$ cat src/rtl/pwm_offset_pkg.sv
package pwm_offset_pkg;

    // number of stacked unit carriers spanned by the reference
    localparam int NBANDS = 4;

    // bit 0 set: offset pulls downward
    typedef enum logic [1:0] {
        SEL_IMAX_UP = 2'd0,
        SEL_IMAX_DN = 2'd1,
        SEL_IMED_UP = 2'd2,
        SEL_IMED_DN = 2'd3
    } sel_case_e;

endpackage

$ cat src/rtl/pwm_band_split.sv
module pwm_band_split #(
    parameter int REF_W  = 16,
    parameter int FRAC_W = 13,
    parameter int NBANDS = 4
) (
    input  logic [REF_W-1:0]  ref_i,
    output logic [REF_W-1:0]  ref_sat,
    output logic [FRAC_W:0]   frac
);
    localparam int INT_W = REF_W - FRAC_W;
    localparam logic [REF_W-1:0] TOP = REF_W'(NBANDS) << FRAC_W;

    logic [INT_W-1:0] ipart;
    logic [INT_W-1:0] band;
    logic [REF_W-1:0] base;

    always_comb begin
        // clamp the reference to the top of the carrier stack
        ref_sat = (ref_i > TOP) ? TOP : ref_i;
        ipart   = ref_sat[REF_W-1:FRAC_W];
        // exactly the top value belongs to the highest band
        band    = (ipart < INT_W'(NBANDS)) ? ipart : ipart - INT_W'(1);
        base    = {band, {FRAC_W{1'b0}}};
        frac    = (FRAC_W+1)'(ref_sat - base);
    end

endmodule

$ cat src/rtl/pwm_rank3.sv
module pwm_rank3 #(
    parameter int W = 17
) (
    input  logic [W-1:0] v0,
    input  logic [W-1:0] v1,
    input  logic [W-1:0] v2,
    output logic [2:0]   max_oh,
    output logic [2:0]   min_oh,
    output logic [2:0]   med_oh
);
    always_comb begin
        // largest: ties go to index 0, then 1
        max_oh[0] = (v0 >= v1) && (v0 >= v2);
        max_oh[1] = !max_oh[0] && (v1 >= v2);
        max_oh[2] = !max_oh[0] && !max_oh[1];
        // smallest: ties go to index 2, then 1
        min_oh[2] = (v2 <= v0) && (v2 <= v1);
        min_oh[1] = !min_oh[2] && (v1 <= v0);
        min_oh[0] = !min_oh[2] && !min_oh[1];
        med_oh    = ~(max_oh | min_oh);
    end

endmodule

$ cat src/rtl/pwm_offset_pick.sv
module pwm_offset_pick
    import pwm_offset_pkg::*;
#(
    parameter int FRAC_W = 13
) (
    input  logic [2:0][FRAC_W:0]   fracs,
    input  logic [2:0]             cmax_oh,
    input  logic [2:0]             cmed_oh,
    input  logic [2:0]             fmax_oh,
    input  logic [2:0]             fmin_oh,
    output logic signed [FRAC_W+1:0] offset,
    output sel_case_e              sel
);
    localparam logic [FRAC_W+1:0] ONE = (FRAC_W+2)'(1) << FRAC_W;

    logic [FRAC_W:0] fmax_val;
    logic [FRAC_W:0] fmin_val;
    logic signed [FRAC_W+1:0] up_off;
    logic signed [FRAC_W+1:0] dn_off;

    always_comb begin
        fmax_val = '0;
        fmin_val = '0;
        for (int i = 0; i < 3; i++) begin
            fmax_val = fmax_val | (fracs[i] & {(FRAC_W+1){fmax_oh[i]}});
            fmin_val = fmin_val | (fracs[i] & {(FRAC_W+1){fmin_oh[i]}});
        end
        up_off = $signed(ONE - {1'b0, fmax_val});
        dn_off = $signed((FRAC_W+2)'(0) - {1'b0, fmin_val});

        if (|(cmax_oh & fmax_oh)) begin
            sel    = SEL_IMAX_UP;
            offset = up_off;
        end else if (|(cmax_oh & fmin_oh)) begin
            sel    = SEL_IMAX_DN;
            offset = dn_off;
        end else if (|(cmed_oh & fmax_oh)) begin
            sel    = SEL_IMED_UP;
            offset = up_off;
        end else begin
            sel    = SEL_IMED_DN;
            offset = dn_off;
        end
    end

endmodule

$ cat src/rtl/pwm_offset_sel.sv
module pwm_offset_sel
    import pwm_offset_pkg::*;
#(
    parameter int REF_W  = 16,
    parameter int FRAC_W = 13,
    parameter int CUR_W  = 16
) (
    input  logic                    clk,
    input  logic                    rst_n,
    input  logic                    in_valid,
    input  logic [REF_W-1:0]        ref_a,
    input  logic [REF_W-1:0]        ref_b,
    input  logic [REF_W-1:0]        ref_c,
    input  logic signed [CUR_W-1:0] cur_a,
    input  logic signed [CUR_W-1:0] cur_b,
    input  logic signed [CUR_W-1:0] cur_c,
    output logic                    out_valid,
    output logic [REF_W-1:0]        mod_a,
    output logic [REF_W-1:0]        mod_b,
    output logic [REF_W-1:0]        mod_c,
    output logic [1:0]              case_code
);
    localparam int MAG_W = CUR_W + 1;
    localparam int SUM_W = REF_W + 2;
    localparam logic [REF_W-1:0] TOP = REF_W'(NBANDS) << FRAC_W;

    typedef struct packed {
        logic                   valid;
        logic [2:0][REF_W-1:0]  mods;
        sel_case_e              sel;
    } out_t;

    logic [2:0][REF_W-1:0] ref_in;
    logic [2:0][REF_W-1:0] ref_sat;
    logic [2:0][FRAC_W:0]  fracs;
    logic [2:0][CUR_W-1:0] cur_in;
    logic [2:0][MAG_W-1:0] mags;
    logic [2:0] cmax_oh, cmin_oh, cmed_oh;
    logic [2:0] fmax_oh, fmin_oh, fmed_oh;
    logic signed [FRAC_W+1:0] offset;
    sel_case_e sel;
    logic signed [SUM_W-1:0] sums [3];
    out_t state_d, state_q;

    assign ref_in = {ref_c, ref_b, ref_a};
    assign cur_in = {cur_c, cur_b, cur_a};

    for (genvar g = 0; g < 3; g++) begin : g_phase
        pwm_band_split #(
            .REF_W (REF_W),
            .FRAC_W(FRAC_W),
            .NBANDS(NBANDS)
        ) u_band (
            .ref_i  (ref_in[g]),
            .ref_sat(ref_sat[g]),
            .frac   (fracs[g])
        );
        // magnitude, with the most negative code mapping to its true size
        assign mags[g] = cur_in[g][CUR_W-1]
                       ? MAG_W'(0) - {cur_in[g][CUR_W-1], cur_in[g]}
                       : {1'b0, cur_in[g]};
    end

    pwm_rank3 #(.W(MAG_W)) u_rank_cur (
        .v0    (mags[0]),
        .v1    (mags[1]),
        .v2    (mags[2]),
        .max_oh(cmax_oh),
        .min_oh(cmin_oh),
        .med_oh(cmed_oh)
    );

    pwm_rank3 #(.W(FRAC_W+1)) u_rank_frac (
        .v0    (fracs[0]),
        .v1    (fracs[1]),
        .v2    (fracs[2]),
        .max_oh(fmax_oh),
        .min_oh(fmin_oh),
        .med_oh(fmed_oh)
    );

    pwm_offset_pick #(.FRAC_W(FRAC_W)) u_pick (
        .fracs  (fracs),
        .cmax_oh(cmax_oh),
        .cmed_oh(cmed_oh),
        .fmax_oh(fmax_oh),
        .fmin_oh(fmin_oh),
        .offset (offset),
        .sel    (sel)
    );

    always_comb begin
        state_d       = state_q;
        state_d.valid = in_valid;
        for (int i = 0; i < 3; i++) begin
            sums[i] = $signed({2'b00, ref_sat[i]}) + SUM_W'(offset);
        end
        if (in_valid) begin
            state_d.sel = sel;
            for (int i = 0; i < 3; i++) begin
                if (sums[i] < 0) begin
                    state_d.mods[i] = '0;
                end else if (sums[i] > $signed({2'b00, TOP})) begin
                    state_d.mods[i] = TOP;
                end else begin
                    state_d.mods[i] = sums[i][REF_W-1:0];
                end
            end
        end
    end

    always_ff @(posedge clk or negedge rst_n) begin
        if (!rst_n) begin
            state_q <= '0;
        end else begin
            state_q <= state_d;
        end
    end

    assign out_valid = state_q.valid;
    assign mod_a     = state_q.mods[0];
    assign mod_b     = state_q.mods[1];
    assign mod_c     = state_q.mods[2];
    assign case_code = state_q.sel;

endmodule

$ cat config.mk
export PLATFORM = sky130hd
export DESIGN_NAME = pwm_offset_sel
export DESIGN_NICKNAME = d
export VERILOG_FILES = /design/src/rtl/pwm_offset_pkg.sv /design/src/rtl/pwm_band_split.sv /design/src/rtl/pwm_rank3.sv /design/src/rtl/pwm_offset_pick.sv /design/src/rtl/pwm_offset_sel.sv
export SDC_FILE = /design/constraint.sdc
export NUM_CORES = 1
export LEC_CHECK = 0
export BUFFER_PORTS_ARGS = -buffer_cell sky130_fd_sc_hd__buf_2
export CELL_PAD_IN_SITES_DETAIL_PLACEMENT = 0
export CELL_PAD_IN_SITES_GLOBAL_PLACEMENT = 2
export CORE_MARGIN = 1
export CORE_UTILIZATION = 31
export DETAILED_ROUTE_END_ITERATION = 8
export PLACE_DENSITY_LB_ADDON = 0.3
export SLEW_MARGIN = 10
export SYNTH_ARGS = -nofsm -noshare
export SYNTH_HDL_FRONTEND = slang
export SYNTH_SLANG_ARGS = --single-unit
$ cat constraint.sdc
create_clock -name clk -period 0.8 [get_ports clk]
set_input_delay 0.04 -clock clk [delete_from_list [all_inputs] [get_ports clk]]
set_output_delay 0.04 -clock clk [all_outputs]
set_load 0.02 [all_outputs]
==> results by stage <==
Logic synthesis:
- The post-synthesis instance total is 1,229.
- The post-synthesis cell type count is 80.
- The average instance area after synthesis is 7.75 um^2.
- Of the total synthesized cell area, the portion taken by XOR and XNOR cells is 8.74%.
- The multiplexer share of the synthesized area is 3.38%.
- Of the total synthesized cell area, the portion taken by full adders, half adders and majority gates is 20.2%.
- By area, the combinational part of the netlist is dominated by compound AO/OA/AOI/OAI gates.
- Summing the sequential cell areas from Yosys gives 13.4% of the chip area.
- The fraction of the mapped netlist area in simple logic gates is 21.9%.
- After synthesis the netlist holds a flip-flop and latch count of 51.
- The main flop type after synthesis is dfrtp_1.
- The number of synthesized flops with an enable pin is 0.
- The netlist area before placement is 0.00952 mm^2.
- The synthesized netlist devotes 27.1% of its cell area to compound gates.
- During synthesis, Yosys emitted a total of 0 warnings.
- The post-synthesis async set-or-reset flop share is 100%.

Worst setup path:
- The delay of the slowest cell on the worst path is 0.56 ns.
- The required time reported for the critical path endpoint is 1.02 ns.
- The slowest stage of the critical path is the or4_4 cell.
- The worst endpoint data arrival time is 6.71 ns.
- The critical path capture point type is a register.
- The highest net fanout along the worst path is 8.
- The number of cells on the worst reg-to-reg path is 3.
- The nature of the critical path startpoint is an input pin.
- The critical path is of the input pin to register type.
- Across all register-to-register paths, the minimum setup slack is -0.07 ns.

Placed design:
- In this run the tool buffered the top-level ports with 149 buffer cells.
- After legalization and detailed placement, the total HPWL measured 34.6 mm.
- The worst slack at placement is -6.30 ns.
- The weighted congestion at the end of routability-driven global placement is 0.966.
- After detailed placement, the total cell area comes to 0.0147 mm^2.

Global route:
- Global routing finished with a remaining overflow of 0.
- The met3 demand-to-capacity share in global routing is 2.96%.
- The met1 track demand over resource is 34.4%.
- Entering global routing, the biggest net connects 52 pins.
- The layer flagged by global routing as most heavily used is met2.
- The number of antenna violations at the first check in global routing is 0.
- The met2 usage in global routing is 43.0%.
- The total global-route track usage is 25.5%.
- The via count of the first global-routing pass is 11,700.
- The wire length of the first global-routing pass is 62.3 mm.

Finish:
- After routing the design area is 0.0157 mm^2.
- The area growth from synthesis to layout is 65.3%.
- 0 antenna diodes ended up in the layout.
- Of the cells placed in the final design, the portion with a size suffix greater than 1 is 44.4%.
- The final net count is 2,147.
- The number of fillers in the final layout is 2,882.

STA:
- Between clock sinks in the finished design, the worst skew comes to 0 ns.
- After routing, the total negative slack on setup checks comes to -276.83 ns.
- The fmax is 154 MHz.
- The final max-slew violation count is 0.
- Setup repair after global routing could not meet its margin everywhere.
- The hold violation count in the final report is 0.
- The portion of the clock cycle consumed by the worst path in the final layout is 811%.
- The post-layout worst setup margin is -5.69 ns.
- Counting I/O delays and the setup requirement, the final critical path takes 6.49 ns.
- The final setup violation count is 101.

Status:
- The checks that failed: negative setup slack.
- The flow ran to the end, but the final reports show violations.

Min path:
- The path class of the tightest hold or removal check is input pin to register.
- Counting instances, the worst hold path has a depth of 2.

Pwr:
- The power density relative to cell area is 2530 mW/mm^2.
- VDD sags by at most 1710 uV.
- The design draws 0.0398 W.
- For this design the static power due to leakage is 7.99 nW.

Drt:
- For this block, the initial DRC count from the detailed router was 551.
- Wires add up to 40.2 mm.
- The count of nets left with antenna violations after detail routing is 0.
- The mean number of vias per cell is 5.15.
- The detailed-router iteration count before antenna repair is 6.
- Dividing the detail-routed wire length by the instance count gives 17.6 um.
- Across all layers, the routed design uses 11,800 vias.
- The DRC violation count after routing is 0.

CTS:
- The CTS tree is done.
- The clock passes through at most 2 buffers.
- For the worst-skew pair, the clock arrives at the later sink with an insertion delay of 0.29 ns.
- Clock tree synthesis inserted a total of 5 buffers.
- The H-tree level count is 2.
- The number of clock sinks seen by CTS is 51.
- The root buffer cell is clkbuf_16.
- After clock tree synthesis, the clock-pin slew on the worst setup and hold paths is 0.07 ns.

Floorplan:
- Pin placement for this block handled 150 I/O pins.
- The die outline height is 177 um.
- The floorplan step defined a core boundary enclosing 0.0300 mm^2.
- The area of the die is 0.0314 mm^2.
- Measured along the x axis, the die boundary spans 177 um.
- The initial standard-cell utilization of the core is 31.8%.
- The standard-cell row count is 63.

Job:
- The number of max-capacitance violations reported is 0.
-- kinds of logic after synthesis --
group,Yosys count
xor gates and xnor gates,95
and+or+nand+nor,416
DFF,51
muxes,31
AOI/OAI and AO/OA,358
adders and majority gates,152
other,2
buffers and inverters,124
-- path summary, 6_finish.rpt --
kind	startpoint	end
worst max-delay path	cur_a[0]	mod_c[0]$_DFFE_PN0P_
worst min-delay path	in_valid	out_valid$_DFF_PN0_
worst max register to register	mod_b[15]$_DFFE_PN0P_	mod_b[15]$_DFFE_PN0P_
worst min register to register	mod_b[9]$_DFFE_PN0P_	mod_b[9]$_DFFE_PN0P_
max in group asynchronous	rst_n	mod_c[5]$_DFFE_PN0P_
min in group asynchronous	rst_n	mod_b[14]$_DFFE_PN0P_
-- metrics by stage --
stage / hold WS [ns] / utilization [%] / instances
2_1_floorplan: -0.256 / - / 1233
3_3_place_gp: 0.0437 / 49.2 / 2251
3_5_place_dp: 0.0515 / 49.2 / 2251
4_1_cts: 0.164 / 51.6 / 2278
5_1_grt: 0.177 / 52.5 / 2287
6_report: 0.165 / 52.5 / 2287
-- area by class of cell --
type                       instances  area, um^2  area share [%]
multi-input combinational       1058        8390            53.3
inverter                          81         307            1.95
timing repair buffer             699        5110            32.5
clock inverter                     3        43.8           0.278
sequential                        51        1280            8.11
tap                              390         488            3.10
clock buffer                       5         125           0.795
-- synth_stat cells (6+ instances only) --
library cell	count	area, um^2
a211oi_1	20	150
a21o_1	17	128
a21oi_1	62	310
a221o_1	6	60.1
a31o_2	6	52.6
a31oi_1	8	50.1
and2_1	7	43.8
and3_1	10	62.6
and4_1	6	52.6
buf_2	8	40.0
clkbuf_1	33	124
dfrtp_1	51	1280
ha_1	149	1860
inv_1	79	297
mux2i_1	25	250
nand2_1	126	473
nand2b_1	17	106
nand3_1	35	175
nand4_1	20	125
nor2_1	76	285
nor2b_1	37	231
nor3_1	30	150
nor4_1	17	106
o2111ai_1	6	52.6
o211ai_1	20	150
o21a_1	13	97.6
o21ai_0	72	360
o21ai_1	6	30.0
o2bb2ai_1	35	307
o31ai_1	17	128
o41ai_1	8	70.1
or3_1	8	50.1
or4_1	6	45.0
xnor2_1	54	473
xor2_1	41	359
-- power by group --
| group | internal (W) | total (W) | switching, W | leakage [nW] |
|---|---|---|---|---|
| registers | 0.00361 | 0.00424 | 0.000627 | 0.682 |
| clock network | 0.00148 | 0.00247 | 0.000988 | 0.0838 |
| logic | 0.0172 | 0.0331 | 0.0159 | 7.23 |
-- critical path, delay by kind of cell --
family,cells,cell delay [ns]
adders and majority gates,4,0.95
AOI/OAI and AO/OA,9,2.06
muxes,2,0.54
xor gates and xnor gates,2,0.29
and+or+nand+nor,11,2.19
buffers and inverters,6,0.65
-- state kept, by name, indices dropped and copies added, names as in the netlist --
| register | cells |
|---|---|
| mod_a | 16 |
| mod_b | 16 |
| mod_c | 16 |
| case_code | 2 |
| out_valid | 1 |
-- routing by layer --
layer  up-vias  routed length (um)
met5         -                   0
met4         0                1030
met3        55                1790
met2       287               18300
met1      5544               19100
li1       5901                   -
-- cell usage in the layout (no fill, tap or decap), types with 7 or more instances in the layout --
| cell | count |
|---|---|
| mux2i_1 | 22 |
| o21ai_1 | 8 |
| nand3_1 | 35 |
| or4_4 | 8 |
| dfrtp_1 | 51 |
| inv_1 | 75 |
| nand2_1 | 122 |
| a21o_1 | 17 |
| nor4_1 | 13 |
| nor2b_1 | 35 |
| buf_6 | 22 |
| o31ai_1 | 11 |
| a211oi_1 | 15 |
| nand4_1 | 20 |
| nand2b_1 | 15 |
| o2bb2ai_1 | 31 |
| buf_4 | 532 |
| o21ai_0 | 62 |
| nor3_1 | 24 |
| o21ai_2 | 8 |
| xnor2_2 | 7 |
| and3_1 | 9 |
| o21a_1 | 13 |
| ha_1 | 145 |
| xor2_1 | 39 |
| buf_12 | 7 |
| o211ai_1 | 20 |
| buf_2 | 135 |
| a21oi_1 | 56 |
| nor2_1 | 73 |
| xnor2_1 | 47 |
-- timing repair --
item                                    CTS  global route
endpoints found under the setup margin  101           101
pin swaps                                41            16
hold endpoints to repair                 51             0
gates resized for setup                  86            53
hold buffers                              1             0
buffers inserted                         17             9
gates cloned                              1             0
(Power assumes the default switching activity.)
